<file path="src/rtl/pbw_pkg.sv">
package pbw_pkg;
  localparam int ADDR_W = 17;

  typedef enum logic [1:0] {
    ST_IDLE,
    ST_SEND,
    ST_WAIT
  } pbw_state_e;

  // marker bit + address + data, sent two bits per cycle
  function automatic int frame_pairs(input int data_w);
    return (1 + ADDR_W + data_w) / 2;
  endfunction
endpackage

</file>
<file path="src/rtl/pbw_shifter.sv">
module pbw_shifter #(
  parameter int FRAME_W = 50,
  parameter int PAIRS   = 25
) (
  input  logic               clk,
  input  logic               rst,
  input  logic               load,
  input  logic               shift,
  input  logic               clear,
  input  logic [FRAME_W-1:0] frame_i,
  output logic [1:0]         pair_o,
  output logic               last_o
);
  localparam int CNT_W = (PAIRS > 2) ? $clog2(PAIRS) : 1;

  logic [FRAME_W-1:0] rest_q;
  logic [CNT_W-1:0]   left_q;

  always_ff @(posedge clk) begin
    if (rst) begin
      rest_q <= '0;
      left_q <= '0;
      pair_o <= 2'b00;
    end else if (load) begin
      pair_o <= frame_i[1:0];
      rest_q <= frame_i >> 2;
      left_q <= CNT_W'(PAIRS - 1);
    end else if (shift) begin
      pair_o <= rest_q[1:0];
      rest_q <= rest_q >> 2;
      left_q <= left_q - 1'b1;
    end else if (clear) begin
      pair_o <= 2'b00;
    end
  end

  assign last_o = (left_q == '0);
endmodule

</file>
<file path="src/rtl/pbw_ack_timer.sv">
module pbw_ack_timer #(
  parameter int LIMIT = 16
) (
  input  logic clk,
  input  logic rst,
  input  logic run,
  output logic expired_o
);
  localparam int TW = (LIMIT > 1) ? $clog2(LIMIT) : 1;

  logic [TW-1:0] cnt_q;

  always_ff @(posedge clk) begin
    if (rst || !run) begin
      cnt_q <= '0;
    end else if (!expired_o) begin
      cnt_q <= cnt_q + 1'b1;
    end
  end

  assign expired_o = run && (cnt_q == TW'(LIMIT - 1));
endmodule

</file>
<file path="src/rtl/pair_bus_writer.sv">
module pair_bus_writer
  import pbw_pkg::*;
#(
  parameter int DATA_W      = 32,
  parameter int ACK_TIMEOUT = 16
) (
  input  logic              clk,
  input  logic              rst,
  input  logic              start_i,
  input  logic [ADDR_W-1:0] addr_i,
  input  logic [DATA_W-1:0] wdata_i,
  output logic              busy_o,
  output logic              done_o,
  output logic              err_o,
  output logic              link_req_o,
  output logic [1:0]        link_dat_o,
  input  logic              link_ack_i
);
  localparam int FRAME_W = 1 + ADDR_W + DATA_W;
  localparam int PAIRS   = frame_pairs(DATA_W);

  pbw_state_e state_q;
  logic       last;
  logic       expired;
  logic       do_load;
  logic       do_shift;
  logic       do_clear;
  logic       waiting;
  logic [FRAME_W-1:0] frame;

  // lowest pair first: {A0, marker}, then address pairs, then data pairs
  assign frame    = {wdata_i, addr_i, 1'b1};
  assign do_load  = (state_q == ST_IDLE) && start_i;
  assign do_shift = (state_q == ST_SEND) && !last;
  assign do_clear = (state_q == ST_SEND) && last;
  assign waiting  = (state_q == ST_WAIT);

  pbw_shifter #(
    .FRAME_W(FRAME_W),
    .PAIRS  (PAIRS)
  ) u_shifter (
    .clk    (clk),
    .rst    (rst),
    .load   (do_load),
    .shift  (do_shift),
    .clear  (do_clear),
    .frame_i(frame),
    .pair_o (link_dat_o),
    .last_o (last)
  );

  pbw_ack_timer #(
    .LIMIT(ACK_TIMEOUT)
  ) u_timer (
    .clk      (clk),
    .rst      (rst),
    .run      (waiting),
    .expired_o(expired)
  );

  always_ff @(posedge clk) begin
    if (rst) begin
      state_q    <= ST_IDLE;
      link_req_o <= 1'b0;
      busy_o     <= 1'b0;
      done_o     <= 1'b0;
      err_o      <= 1'b0;
    end else begin
      done_o <= 1'b0;
      err_o  <= 1'b0;
      case (state_q)
        ST_IDLE: begin
          if (start_i) begin
            state_q    <= ST_SEND;
            link_req_o <= 1'b1;
            busy_o     <= 1'b1;
          end
        end
        ST_SEND: begin
          if (last) begin
            state_q    <= ST_WAIT;
            link_req_o <= 1'b0;
          end
        end
        ST_WAIT: begin
          if (link_ack_i) begin
            state_q <= ST_IDLE;
            busy_o  <= 1'b0;
            done_o  <= 1'b1;
          end else if (expired) begin
            state_q <= ST_IDLE;
            busy_o  <= 1'b0;
            err_o   <= 1'b1;
          end
        end
        default: begin
          state_q    <= ST_IDLE;
          link_req_o <= 1'b0;
          busy_o     <= 1'b0;
        end
      endcase
    end
  end
endmodule

</file>
<file path="config.mk">
export PLATFORM = sky130hd
export DESIGN_NAME = pair_bus_writer
export DESIGN_NICKNAME = d
export VERILOG_FILES = /design/src/rtl/pbw_pkg.sv /design/src/rtl/pbw_shifter.sv /design/src/rtl/pbw_ack_timer.sv /design/src/rtl/pair_bus_writer.sv
export SDC_FILE = /design/constraint.sdc
export NUM_CORES = 1
export LEC_CHECK = 0
export BUFFER_PORTS_ARGS = -buffer_cell sky130_fd_sc_hd__buf_2
export CORE_ASPECT_RATIO = 2
export CORE_MARGIN = 5
export CORE_UTILIZATION = 55
export DETAILED_ROUTE_END_ITERATION = 6
export HOLD_SLACK_MARGIN = 0.02
export PLACE_DENSITY = 0.81
export SYNTH_ARGS = -nofsm -noshare
export SYNTH_HDL_FRONTEND = slang
export SYNTH_HIERARCHICAL = 1
export SYNTH_SLANG_ARGS = --single-unit
</file>
<file path="constraint.sdc">
create_clock -name clk -period 2.4 [get_ports clk]
set_input_delay 0.48 -clock clk [delete_from_list [all_inputs] [get_ports clk]]
set_output_delay 0.48 -clock clk [all_outputs]
set_load 0.05 [all_outputs]
</file>
==> impl_metrics.tcl <==
set metrics [dict create \
    status "finished, final reports clean" \
    synthMuxAreaShare 0.181 \
    synth_top_family_by_area "simple AND/OR/NAND/NOR gates" \
    wire_per_inst_um 13.1 \
    post-route-min-period_ns 2.15 \
    peakVddDrop_mv 0.648 \
    stdcell_count 458 \
    num_antenna_cells 0 \
    crit_path_end_kind "flop" \
    required_ns 2.61 \
    synthAdderAreaFrac 0.00840 \
    postCtsSetupRepairBufs 0 \
    synth_edf_count 0 \
    powerDensity_nw_per_um2 762 \
    area_growth_pct 18.3 \
    cts-resized-gates 0 \
    synth_seq_cells 65 \
    die_area_um2 7080 \
    hold_class "in -> reg" \
    grt_pass1_wl_mm 9.59 \
    synth_area_per_cell_um2 8.76 \
    synth-seq-area-share 0.437 \
    post-route-period-util 0.897 \
    startpoint_type "flop" \
    leakage_nw 1.49 \
    place_inst 442 \
    vias 2439 \
    yosys_most_used_dff "dfxtp_1" \
    io_buffer_count 58 \
    synth_xor_area_frac 0.00882 \
    gr-total-overflow 0 \
    finalPower_mw 2.68 \
    ant_nets 0 \
    worst-setup-path-type "reg -> reg" \
    async_reset_ff_frac 0 \
    crit_arrival_ns 2.36 \
    grt_setup_unrepaired "false" \
    antenna_found_initial 0 \
    clock-sinks 65 \
    place.gp.congestion 0.774 \
    clockRootBuffer "clkbuf_8" \
    initial_core_util 0.554 \
    clock_skew_ns 0.00685 \
    maxSlewViolCount 0 \
    cts_buffers 9 \
    fmax_ghz 0.465 \
    layout.nets 448 \
    syn_nets 395 \
    num_rows 38 \
    syn_inst 340 \
    first_global_vias 2405 \
    final.setup.tns_ns 0 \
    multi_input_area_um2 1560 \
    holdWs_ns 0.372 \
    synthSimpleGateAreaFrac 0.205 \
    maxCapViolations 0 \
    synth-compound-area-share 0.114 \
    wl_mm 5.99 \
    core-area_um2 5370 \
    insertion_delay_ns 0.34 \
    ys_warn_count 6 \
    yosysUniqueCellTypes 36 \
    synth_area_um2 2980 \
    grt_use_total 0.178 \
    die_w_um 62.0 \
    postCtsHoldBufs 0 \
    fillerInstances 459 \
    finalHoldViolCount 0 \
    layout-drive-gt1-share 0.329 \
    dp_hpwl_mm 4.04 \
    grt_max_degree 49 \
    drt_iter0_drc 73 \
    firstDrtPassIters 4 \
    setup_viol 0 \
    cts_htree_levels 3 \
    cts_tree "done" \
    cts_buffer_depth 2 \
    regArea_um2 1300 \
    ios 59 \
    drc 0 \
    viasPerCell 5.33 \
    cp_max_fo 37 \
    die_h_um 114 \
    clkSlewWorstSetupHoldPaths_ns 0.07 \
]
==> layout by cell type, fill, tap and decap left out, drive strengths merged, types with 3 or more instances in the layout <==
master  netlist  layout
buf          13      66
clkbuf       11      14
dfxtp        65      65
nor2          8       8
mux2         46      46
or3b          4       4
nand2        93      93
inv           6       6
and3b         3       3
nor3b         4       4
nor3          3       3
a21oi        54      54
nand3b        4       4
==> through the flow <==
stage | worst slack, ns | cell area, um^2 | utilization
after floorplan | 0.501 | 2980 | -
after global placement | 0.332 | 3330 | 0.620
after detailed placement | 0.247 | 3330 | 0.620
after CTS | 0.236 | 3520 | 0.656
after global routing | 0.107 | 3520 | 0.656
final | 0.247 | 3520 | 0.656
==> flip-flops by register name (all words and copies together), names as in the netlist <==
| name | cells |
|---|---|
| state_q | 2 |
| u_shifter/rest_q | 48 |
| u_shifter/left_q | 5 |
| u_timer/cnt_q | 4 |
| u_shifter/pair_o | 2 |
| done_o | 1 |
| err_o | 1 |
| link_req_o | 1 |
| busy_o | 1 |
==> critical path, cell delays in order, from the launching register on <==
cell and delay, ns:
dfxtp_1 0.38, inv_1 0.06, ha_1 0.21, nor4b_1 0.15, buf_4 0.15, nor3b_4 0.31
buf_12 0.26, mux2_2 0.37, nand2_1 0.07, a21oi_1 0.06
==> synth_stat cells (3+ instances only) <==
master,instances,share of area
dfxtp_1,65,0.44
mux2_2,46,0.17
nor2_1,8,0.010
and3b_1,3,0.0088
nor3_1,3,0.0050
buf_4,4,0.010
buf_1,4,0.0050
a21oi_1,54,0.091
buf_2,5,0.0084
inv_1,6,0.0076
clkbuf_1,11,0.014
nand3b_1,4,0.010
or3b_1,4,0.012
nand2_1,93,0.12
==> cells by family (layout without fill, tap and decap cells) <==
group / Yosys count / count (layout)
flip-flops: 65 / 65
multiplexers: 48 / 48
AND/OR/NAND/NOR: 128 / 128
buffers and inverters: 30 / 88
AO/OA/AOI/OAI: 63 / 63
other: 1 / 1
adder cells (fa/ha/maj): 2 / 2
XOR/XNOR: 3 / 3
==> final cells by class <==
| class | count | share of cell area |
|---|---|---|
| clock buffer | 14 | 0.0518 |
| clock inverter | 2 | 0.00284 |
| inverter | 6 | 0.00639 |
| multi-input combinational | 245 | 0.442 |
| sequential | 65 | 0.369 |
| tap | 60 | 0.0213 |
| timing repair buffer | 66 | 0.107 |
==> layer usage <==
layer  vias up  routed length (um)  GRT usage
met2        63                3050      0.301
met5         -                   0          0
met4         0                 123     0.0878
met3         9                 338     0.0474
li1       1264                   -          -
met1      1103                2480      0.194
==> path summary, 6_finish.rpt <==
path	start	endpoint	slack, ns	cells past startpoint
worst max-delay path	u_shifter/left_q[0]	u_shifter/rest_q[12]	0.25	9
worst min-delay path	wdata_i[30]	u_shifter/rest_q[46]	0.37	3
worst max register to register	u_shifter/left_q[0]	u_shifter/rest_q[12]	0.25	9
worst min register to register	u_timer/cnt_q[3]	u_timer/cnt_q[3]	0.49	1
==> power by group <==
part	total, mW	switching (mW)	internal (mW)
Combinational	0.563	0.295	0.268
Clock	0.882	0.397	0.485
Sequential	1.24	0.0615	1.18
Total	2.68	0.753	1.93
(Power assumes the default switching activity.)
